[src/rtl/cond_pkg.sv]
package cond_pkg;
  localparam int unsigned CondW = 4;
  localparam int unsigned FlagW = 4;

  typedef struct packed {
    logic n;
    logic z;
    logic c;
    logic v;
  } flags_t;

  typedef enum logic [CondW-1:0] {
    C_ZS = 4'h0, C_ZC = 4'h1, C_CS = 4'h2, C_CC = 4'h3,
    C_NS = 4'h4, C_NC = 4'h5, C_VS = 4'h6, C_VC = 4'h7,
    C_HI = 4'h8, C_LS = 4'h9, C_GE = 4'hA, C_LT = 4'hB,
    C_GT = 4'hC, C_LE = 4'hD, C_AL = 4'hE, C_NV = 4'hF
  } cond_e;
endpackage

[src/rtl/cond_eval_decode.sv]
module cond_eval_decode
  import cond_pkg::*;
(
  input  flags_t           flags_i,
  input  logic [CondW-1:0] cond_i,
  output logic             pass_o
);
  logic base;

  // codes come in pairs: even code tests, odd code inverts
  always_comb begin
    unique case (cond_i[CondW-1:1])
      3'd0: base = flags_i.z;
      3'd1: base = flags_i.c;
      3'd2: base = flags_i.n;
      3'd3: base = flags_i.v;
      3'd4: base = flags_i.c & ~flags_i.z;
      3'd5: base = ~(flags_i.n ^ flags_i.v);
      3'd6: base = ~flags_i.z & ~(flags_i.n ^ flags_i.v);
      default: base = 1'b1;
    endcase
  end

  assign pass_o = base ^ cond_i[0];
endmodule

[src/rtl/cond_eval_flags.sv]
module cond_eval_flags
  import cond_pkg::*;
(
  input  logic   clk_i,
  input  logic   rst_ni,
  input  logic   upd_i,
  input  flags_t d_i,
  output flags_t q_o
);
  always_ff @(posedge clk_i or negedge rst_ni) begin
    if (!rst_ni)    q_o <= '0;
    else if (upd_i) q_o <= d_i;
  end
endmodule

[src/rtl/cond_eval.sv]
module cond_eval
  import cond_pkg::*;
(
  input  logic             clk_i,
  input  logic             rst_ni,
  input  logic             valid_i,
  input  logic [CondW-1:0] cond_i,
  input  logic             flag_we_i,
  input  logic [FlagW-1:0] flags_i,
  output logic             exec_o,
  output logic [FlagW-1:0] flags_o
);
  flags_t flags_q;
  logic   pass;
  logic   upd;
  logic   exec_q;

  cond_eval_decode u_decode (
    .flags_i (flags_q),
    .cond_i  (cond_i),
    .pass_o  (pass)
  );

  assign upd = valid_i & flag_we_i & pass;

  cond_eval_flags u_flags (
    .clk_i  (clk_i),
    .rst_ni (rst_ni),
    .upd_i  (upd),
    .d_i    (flags_t'(flags_i)),
    .q_o    (flags_q)
  );

  always_ff @(posedge clk_i or negedge rst_ni) begin
    if (!rst_ni) exec_q <= 1'b0;
    else         exec_q <= valid_i & pass;
  end

  assign exec_o  = exec_q;
  assign flags_o = flags_q;
endmodule

[config.mk]
export PLATFORM = sky130hd
export DESIGN_NAME = cond_eval
export DESIGN_NICKNAME = d
export VERILOG_FILES = /design/src/rtl/cond_pkg.sv /design/src/rtl/cond_eval_decode.sv /design/src/rtl/cond_eval_flags.sv /design/src/rtl/cond_eval.sv
export SDC_FILE = /design/constraint.sdc
export NUM_CORES = 1
export LEC_CHECK = 0
export ABC_CLOCK_PERIOD_IN_PS = 1820
export BUFFER_PORTS_ARGS = -buffer_cell sky130_fd_sc_hd__clkbuf_2
export CAP_MARGIN = 10
export CORE_AREA = 2 2 39 41
export CTS_BUF_LIST = sky130_fd_sc_hd__clkbuf_2
export CTS_CLUSTER_DIAMETER = 50
export CTS_CLUSTER_SIZE = 28
export DETAILED_ROUTE_END_ITERATION = 8
export DIE_AREA = 0 0 41 43
export GPL_TIMING_DRIVEN = 0
export PLACE_DENSITY_LB_ADDON = 0.12
export SYNTH_ARGS = -nofsm -noshare
export SYNTH_HDL_FRONTEND = slang
export SYNTH_HIERARCHICAL = 1
export SYNTH_SLANG_ARGS = --single-unit
[constraint.sdc]
create_clock -name clk_i -period 1.82 [get_ports clk_i]
set_input_delay 0 -clock clk_i [delete_from_list [all_inputs] [get_ports clk_i]]
set_output_delay 0 -clock clk_i [all_outputs]
set_load 0.05 [all_outputs]
; ---- Word level (Yosys, flattened, before mapping)
; Cells that the tools add are included.
[op_classes]
eq_ne = 6
n_mux = 1
bitwise = 9
reduce_logical = 1
[op_table]
columns = op, n
row1 = $eq A3 B3 Y1 const B, 3
row2 = $pmux W1 S7, 1
row3 = $eq A3 B2 Y1 const B, 2
row4 = $and A1 B1 Y1, 5
row5 = $eq A3 B1 Y1 const B, 1
row6 = $logic_not A3 Y1, 1
row7 = $not A1 Y1, 2
row8 = $xor A1 B1 Y1, 2
[word_totals]
ff_bits = 5
in_bits = 12
out_inout_bits = 5
elab_cells = 22

; ---- Logic depth before layout (Yosys ltp)
; Gate-level depths: netlist of the first run.
[logic_depth]
depth_word = 6
ltp_mapped = 6
ltp_nobuf = 6

; ---- Modules after synthesis
; The synthesis of the first run kept the hierarchy.
[modules_own_cells]
columns = module, n_inst, cells_per_inst, area_per_inst_um2, seq_area_each_um2
row1 = cond_eval_flags, 1, 8, 145.1, 100.1
row2 = cond_eval_decode, 1, 10, 88.8, 0.0
row3 = cond_eval, 1, 3, 37.5, 25.0

; ---- Worst setup path before layout of the first run
; Ideal clock, no wire load.
[synth_timing]
kind = reg2reg
start = reg u_flags/q_o[0] (netlist bit)
end = reg u_flags/q_o[0] (netlist bit)
setup_ns = 0.125
t_arrival_ns = 1.994
t_required_ns = 1.695
slack_ns = -0.299
stages_incl_launch_ff = 7
path_buffers = 0
synth_period_minus_slack_ns = 2.119
path_cell_list = dfrtp_1 -> xnor2_1 -> nor3_1 -> o32a_2 -> xnor2_1 -> and3_1 -> mux2_2
[synth_between]
elab_chain_len = 6
[synth_lines]
columns = element, line
row1 = "start, declared", cond_eval_flags.sv:8  ; output flags_t q_o
row2 = "start signal, assigned", cond_eval_flags.sv:12  ; else if (upd_i) q_o <= d_i;
row3 = $xor A1 B1 Y1, "cond_eval_decode.sv:18, cond_eval_decode.sv:19"
row4 = $not A1 Y1, "cond_eval_decode.sv:18, cond_eval_decode.sv:19"
row5 = $and A1 B1 Y1, cond_eval_decode.sv:19  ; 3'd6: base = ~flags_i.z & ~(flags_i.n ^ flags_i.v);
row6 = $pmux W1 S7 *, cond_eval_decode.sv:12  ; unique case (cond_i[CondW-1:1])
row7 = $xor A1 B1 Y1 *, cond_eval_decode.sv:24  ; assign pass_o = base ^ cond_i[0];
row8 = named net pass, cond_eval.sv:14  ; logic pass;
row9 = $and A1 B1 Y1 *, cond_eval.sv:24  ; assign upd = valid_i & flag_we_i & pass;
row10 = named net upd, cond_eval.sv:15  ; logic upd;
; The timed path passes the listed nets; every way through them passes the cells marked *.
; A chain may end at the register's enable or synchronous reset.

; ---- Worst setup path in the final report of the first run
; Ends and elaborated chain as after synthesis.

==> results of run 1 <==
-- final cells by class --
class,count,area [um2]
clock buffer,4,20.0
fill,164,850
inverter,1,3.75
multi-input combinational,15,200
sequential,5,130
tap,16,20.0
timing repair buffer,25,160
-- registers in the layout, indices dropped and copies added, names as in the netlist --
| signal | cells |
|---|---|
| u_flags/q_o | 4 |
| exec_o | 1 |
-- cell usage in the layout, fill, tap and decap left out, types with 4 or more instances in the layout --
cell           Yosys  layout
mux2_4             0       4
clkbuf_2           0      20
buf_4              0       4
dfrtp_2            0       4
dlygate4sd3_1      0       5
-- report_power, final --
group / leakage [uW] / switching (uW) / total [uW] / internal [uW]
Sequential: 0.0000561 / 59.2 / 232 / 173
Clock: 0.0000166 / 47.7 / 106 / 58.2
Combinational: 0.000187 / 323 / 612 / 289
Total: 0.000259 / 430 / 950 / 520
-- cell usage after synthesis --
cell	number	area [um2]
and3_1	1	6.26
nand2b_1	1	6.26
mux4_2	1	22.5
mux2_2	4	45.0
nor3b_1	1	7.51
xnor2_1	2	17.5
nor2b_1	1	6.26
o311ai_0	1	8.76
and2_1	1	6.26
nor3_1	1	5.00
inv_1	1	3.75
o32a_2	1	11.3
dfrtp_1	5	125
-- per-layer routing --
layer / routed length, um / vias to the layer above / GRT usage (%)
li1: - / 136 / -
met1: 301 / 137 / 13.2
met2: 443 / 9 / 17.8
met3: 42 / 0 / 1.57
met4: 0 / 0 / 8.00
met5: 0 / - / 0
-- worst min-delay path by stage --
stage                             endpoint  cells past startpoint
final                     exec_o$_DFF_PN0_                      2
after global routing      exec_o$_DFF_PN0_                      2
after CTS                 exec_o$_DFF_PN0_                      2
after detailed placement  exec_o$_DFF_PN0_                      1
after global placement    exec_o$_DFF_PN0_                      1
after floorplan           exec_o$_DFF_PN0_                      0
-- kinds of logic after synthesis --
logic type | after synthesis
AND/OR/NAND/NOR | 6
multiplexers | 5
flip-flops | 5
AO/OA/AOI/OAI | 2
XOR/XNOR | 2
buffers and inverters | 1
-- repair_timing --
action | CTS | global route
hold buffers | 5 | 0
buffers inserted | 2 | 2
endpoints found under the hold margin | 9 | 0
resized for setup | 6 | 2
pin swaps | 3 | 1
endpoints found under the setup margin | 4 | 4
-- critical path: stages, from the launching register on --
cell and delay [ps]:
dfrtp_2 430, mux4_2 480, inv_2 70, o32a_4 170, xnor2_4 110, and3_4 250
mux2_4 310
-- per-stage QoR --
step                      cells  cell area (um2)  hold WS, ps
after floorplan              21              297         -296
after global routing         66              534         27.6
final                        66              534         22.5
after CTS                    64              508         4.93
after global placement       53              397         -177
after detailed placement     53              397         -177
==> reports/metrics.yaml, run 1 <==
status: "complete, but fails checks"
failed_checks: "setup timing"
synth.ff_latch_count: 5
cts_tree: "yes"
seq_area_frac_synth_pct: 46.1
synth-compound-area-share_pct: 7.37
ys_types: 13
synth_area_um2: 272
cts_sinks: 5
finalSetupTns_ps: -468
io_buffer_count: 16
hp-start: "valid_i"
synthAdderAreaFrac_pct: 0
die_h_um: 43
worstSetupPathType: "reg2reg"
detail_route.iter0.violations: 1
avgSynthCellArea_um2: 12.9
skew_ps: 5.11
place_worst_setup_slack_ps: -117
drc: 0
grt.total_usage_pct: 11.3
io_pins: 17
ff2ff_path_depth: 6
min_period_over_period_pct: 107
drtPass1Iterations: 2
synthSimpleGateAreaFrac_pct: 13.8
fin_util_pct: 38.6
via_per_inst: 4.27
relSlewSlack_pct: 75.4
p_leak_uw: 0.000259
critPathArrivalTime_ps: 2040
grt_pass1_wl_mm: 1.33
reg2reg_setup_slack_ps: -120
ir_worst_vdd_mv: 0.556
synthXorXnorAreaFrac_pct: 6.45
tightest_slew_ps: 363
grt_pass1_vias: 314
fin_ws_ps: -125
timing.rr.start: "u_flags/q_o[0]$_DFFE_PN0P_"
numCtsBuffers: 3
total_power_uw: 950
synth_top_family_by_area: "multiplexers"
place_congestion: 0.621
antenna_cells: 0
grt_max_degree: 6
htreeDepth: 1
cts-root-buf: "clkbuf_2"
yosys-mux-area-fraction_pct: 24.9
pwr_density_cell_mw_per_mm2: 1780
vias: 282
synthToLayoutAreaGrowth_pct: 96.8
clockBufferDepth: 2
ant_nets: 0
syn_nets: 33
die_w_um: 41
worstHoldPathType: "in2reg"
path_max_fanout: 4
rsz0062_at_grt: "true"
synth_warnings: 6
nNetsFinal: 63
maxSlewViolCount: 0
critPathLaunchType: "flop"
drive_gt1_share_pct: 76.0
setup_viol: 4
fp.dieArea_mm2: 0.00176
maxCapViolations: 0
finalCriticalPeriod_ps: 1940
clock.fmax_mhz: 514
end_kind: "flop"
clock_latency_ps: 220
clkSlewWorstSetupHoldPaths_ps: 60
reg2reg_to: "u_flags/q_o[0]$_DFFE_PN0P_"
overflow: 0
rows: 14
crit_end: "u_flags/q_o[0]$_DFFE_PN0P_"
crit_start: "u_flags/q_o[0]$_DFFE_PN0P_"
routed_wl_um: 786
wl_per_cell_um: 11.9
antenna_found_initial: 0
syn_inst: 21
core_area_mm2: 0.00138
cp.required_ps: 1920
initial_core_util_pct: 19.6
hold_viol_final: 0
No activity file was read; power rests on OpenSTA's default activity.
==> run 2, diff against run 1 <==
--- a/config.mk
+++ b/config.mk
@@ -5,8 +5,9 @@
 export SDC_FILE = /design/constraint.sdc
 export NUM_CORES = 1
 export LEC_CHECK = 0
+export ABC_AREA = 1
 export ABC_CLOCK_PERIOD_IN_PS = 1820
-export BUFFER_PORTS_ARGS = -buffer_cell sky130_fd_sc_hd__clkbuf_2
+export BUFFER_PORTS_ARGS = -buffer_cell sky130_fd_sc_hd__buf_4
 export CAP_MARGIN = 10
 export CORE_AREA = 2 2 39 41
 export CTS_BUF_LIST = sky130_fd_sc_hd__clkbuf_2
==> run 2 against run 1 <==
The flow now finishes without violations; via count grew 26%; fmax up 34%; design area down 1.2%; non-clock buffer count down 4; largest power group unchanged.
==> reports/metrics.yaml, run 2 <==
grt_max_degree: 6  # unchanged
io_buffer_count: 16  # unchanged
relSlewSlack_pct: 86.4  # was 75.4%
io_pins: 17  # unchanged
clkSlewWorstSetupHoldPaths_ps: 60  # about the same
clock_latency_ps: 220  # about the same
grt_pass1_vias: 297  # was 314
crit_family: "simple AND/OR/NAND/NOR gates"  # was multiplexers
skew_ps: 0.120  # was 5.11 ps
largest_reg_flops: 4  # unchanged
synth.ff_latch_count: 5  # unchanged
total_power_uw: 567  # was 950 uW
initial_core_util_pct: 23.0  # was 19.6%
die_w_um: 41  # unchanged
min_period_over_period_pct: 79.5  # was 107%
wl_per_cell_um: 7.34  # was 11.9 um
path_max_fanout: 5  # was 4
synthToLayoutAreaGrowth_pct: 66.1  # was 96.8%
synth_ff_type: "dfrtp_1"  # unchanged
antenna_found_initial: 0  # unchanged
rsz0062_at_grt: "false"  # was true
cts_sinks: 5  # unchanged
status: "finished, final reports clean"  # was complete, but fails checks
finalSetupTns_ps: 0  # was -468 ps
synth_most_common_cell: "nand2_1"  # was dfrtp_1
synthArstFlopShare_pct: 100  # unchanged
detail_route.iter0.violations: 1  # unchanged
placed_area_um2: 458  # was 397 um2
yosys-top-cells-count: "25 x nand2_1, 9 x inv_1, 5 x dfrtp_1"  # was 5 x dfrtp_1, 4 x mux2_2, 2 x xnor2_1
ctsHoldBuffers: 5  # unchanged
maxCapViolations: 0  # unchanged
final_common_cell: "nand2_1"  # was clkbuf_2
antenna_cells: 0  # unchanged
maxSlewViolCount: 0  # unchanged
critPathLaunchType: "flop"  # unchanged
cts_tree: "yes"  # unchanged
drtPass1Iterations: 2  # unchanged
overflow: 0  # unchanged
clock.fmax_mhz: 691  # was 514 MHz
layout_common_cells: "25 x nand2_1, 16 x buf_4, 9 x inv_1, 5 x dfrtp_1, 5 x dlygate4sd3_1"  # was 20 x clkbuf_2, 5 x dlygate4sd3_1, 4 x buf_4, 4 x mux2_4, 4 x dfrtp_2
via_per_inst: 3.83  # was 4.27
tightest_slew_ps: 204  # was 363 ps
crit_top_cell: "nand2_1"
hold_viol_final: 0  # unchanged
post_cts_buffers: 0  # was 2
ys_types: 11  # was 13
critical_path_buf_inv_count: 2  # was 1
seq_area_frac_synth_pct: 39.4  # was 46.1%
synth_warnings: 6  # unchanged
synth_top_area_cell: "dfrtp_1"  # unchanged
grt.total_usage_pct: 9.82  # was 11.3%
place_inst: 84  # was 53
die_h_um: 43  # unchanged
ant_nets: 0  # unchanged
routed_wl_um: 683  # was 786 um
nNetsFinal: 90  # was 63
grt_pass1_wl_mm: 1.07  # was 1.33 mm
synthTopCellsByArea: "dfrtp_1 39%, nand2_1 30%, inv_1 11%"  # was dfrtp_1 46%, mux2_2 17%, mux4_2 8.3%
ir_worst_vdd_mv: 0.507  # was 0.556 mV
end_kind: "flop"  # unchanged
synth-edff-count: 0  # unchanged
critPathArrivalTime_ps: 1560  # was 2040 ps
worstSetupPathType: "reg2reg"  # unchanged
final_cell_area_um2: 528  # was 534 um2
syn_nets: 64  # was 33
cts-root-buf: "clkbuf_2"  # unchanged
cp.required_ps: 1930  # was 1920 ps
slowest_delay_ps: 390  # was 480 ps
regMostFlops: "u_flags/q_o"  # unchanged
drc: 0  # unchanged
fp.dieArea_mm2: 0.00176  # unchanged
finalCriticalPeriod_ps: 1450  # was 1940 ps
synth_area_um2: 318  # was 272 um2
numCtsBuffers: 3  # unchanged
yosysTopAreaCellShare_pct: 39.4  # was 46.1%
crit_path_top_delay_cell: "dfrtp_1"  # was mux4_2
clockBufferDepth: 2  # unchanged
vias: 356  # was 282
pwr_density_cell_mw_per_mm2: 1070  # was 1780 mW/mm2
worstHoldPathType: "in2reg"  # unchanged
syn_inst: 52  # was 21
p_leak_uw: 0.000323  # was 0.000259 uW
htreeDepth: 1  # unchanged
layout.cells.non_filler: 93  # was 66
setup_viol: 0  # was 4
place_congestion: 0.584  # was 0.621
core_area_mm2: 0.00138  # unchanged
path_cells: "inv_1 -> nand2_1 -> nand3_1 -> o21ai_2 -> nand3_1 -> nand2_1 -> nand2_1 -> nor2_2 -> inv_2 -> nand2_1 -> nand2_1"  # was mux4_2 -> inv_2 -> o32a_4 -> xnor2_4 -> and3_4 -> mux2_4
cts.repair.resized: 0  # was 6
drive_gt1_share_pct: 32.5  # was 76.0%
whs_ps: 18.2  # was 22.5 ps
post-dp-hpwl_um: 553
avgSynthCellArea_um2: 6.11  # was 12.9 um2
rows: 14  # unchanged
-- run 2: cell types whose count changed after synthesis, sizes merged, moves of 2 or more --
cell,delta
o21ai,+2
nand3,+3
xnor2,-2
mux2,-4
nand2,+26
inv,+10
nor2,+4
-- run 2: area by class of cell --
type | count | area [um2]
fillers | 142 | 856
clock buffers | 4 | 20.0
repair buffers | 21 | 170
flip-flops and latches | 5 | 125
well taps | 16 | 20.0
multi-input cells | 36 | 151
inverters | 11 | 41.3
-- run 2: final timing paths --
check                                      startpoint                          to  slack, ps  cells past startpoint
max                        u_flags/q_o[3]$_DFFE_PN0P_  u_flags/q_o[3]$_DFFE_PN0P_        370                     11
min                                           valid_i            exec_o$_DFF_PN0_         20                      3
max reg2reg                u_flags/q_o[3]$_DFFE_PN0P_  u_flags/q_o[3]$_DFFE_PN0P_        370                     11
min reg2reg                u_flags/q_o[2]$_DFFE_PN0P_  u_flags/q_o[2]$_DFFE_PN0P_        530                      2
max in group asynchronous                      rst_ni  u_flags/q_o[0]$_DFFE_PN0P_       1600                      2
min in group asynchronous                      rst_ni            exec_o$_DFF_PN0_        120                      2
-- run 2: worst register-to-register path, stage by stage, from the launching register on --
cell and delay [ps]:
dfrtp_1 390, inv_1 70, nand2_1 60, nand3_1 80, o21ai_2 130, nand3_1 90
nand2_1 70, nand2_1 80, nor2_2 190, inv_2 80, nand2_1 60, nand2_1 50
-- run 2: power breakdown --
group	total, uW	internal (uW)	switching [uW]
registers	174	143	31.9
clock network	105	58.1	46.5
logic	288	99.2	188
-- run 2: routing by layer --
metal,vias up,share of wire [%],track usage [%]
li1,203,-,-
met1,140,43,9.90
met2,11,47,13.4
met3,2,7.2,4.71
met4,0,2.6,10.0
met5,-,0,0
-- run 2: cell families after synthesis --
logic type | share of synthesized area (%)
AO/OA/AOI/OAI | 5.90
buffers and inverters | 13.0
flip-flops | 39.4
AND/OR/NAND/NOR | 41.7
-- run 2: per-stage QoR --
step                      setup WS [ps]  util (%)
final                               373      38.2
after detailed placement            354      33.1
after global routing                188      38.2
after CTS                           339      38.2
after global placement              342      33.1
after floorplan                     169         -
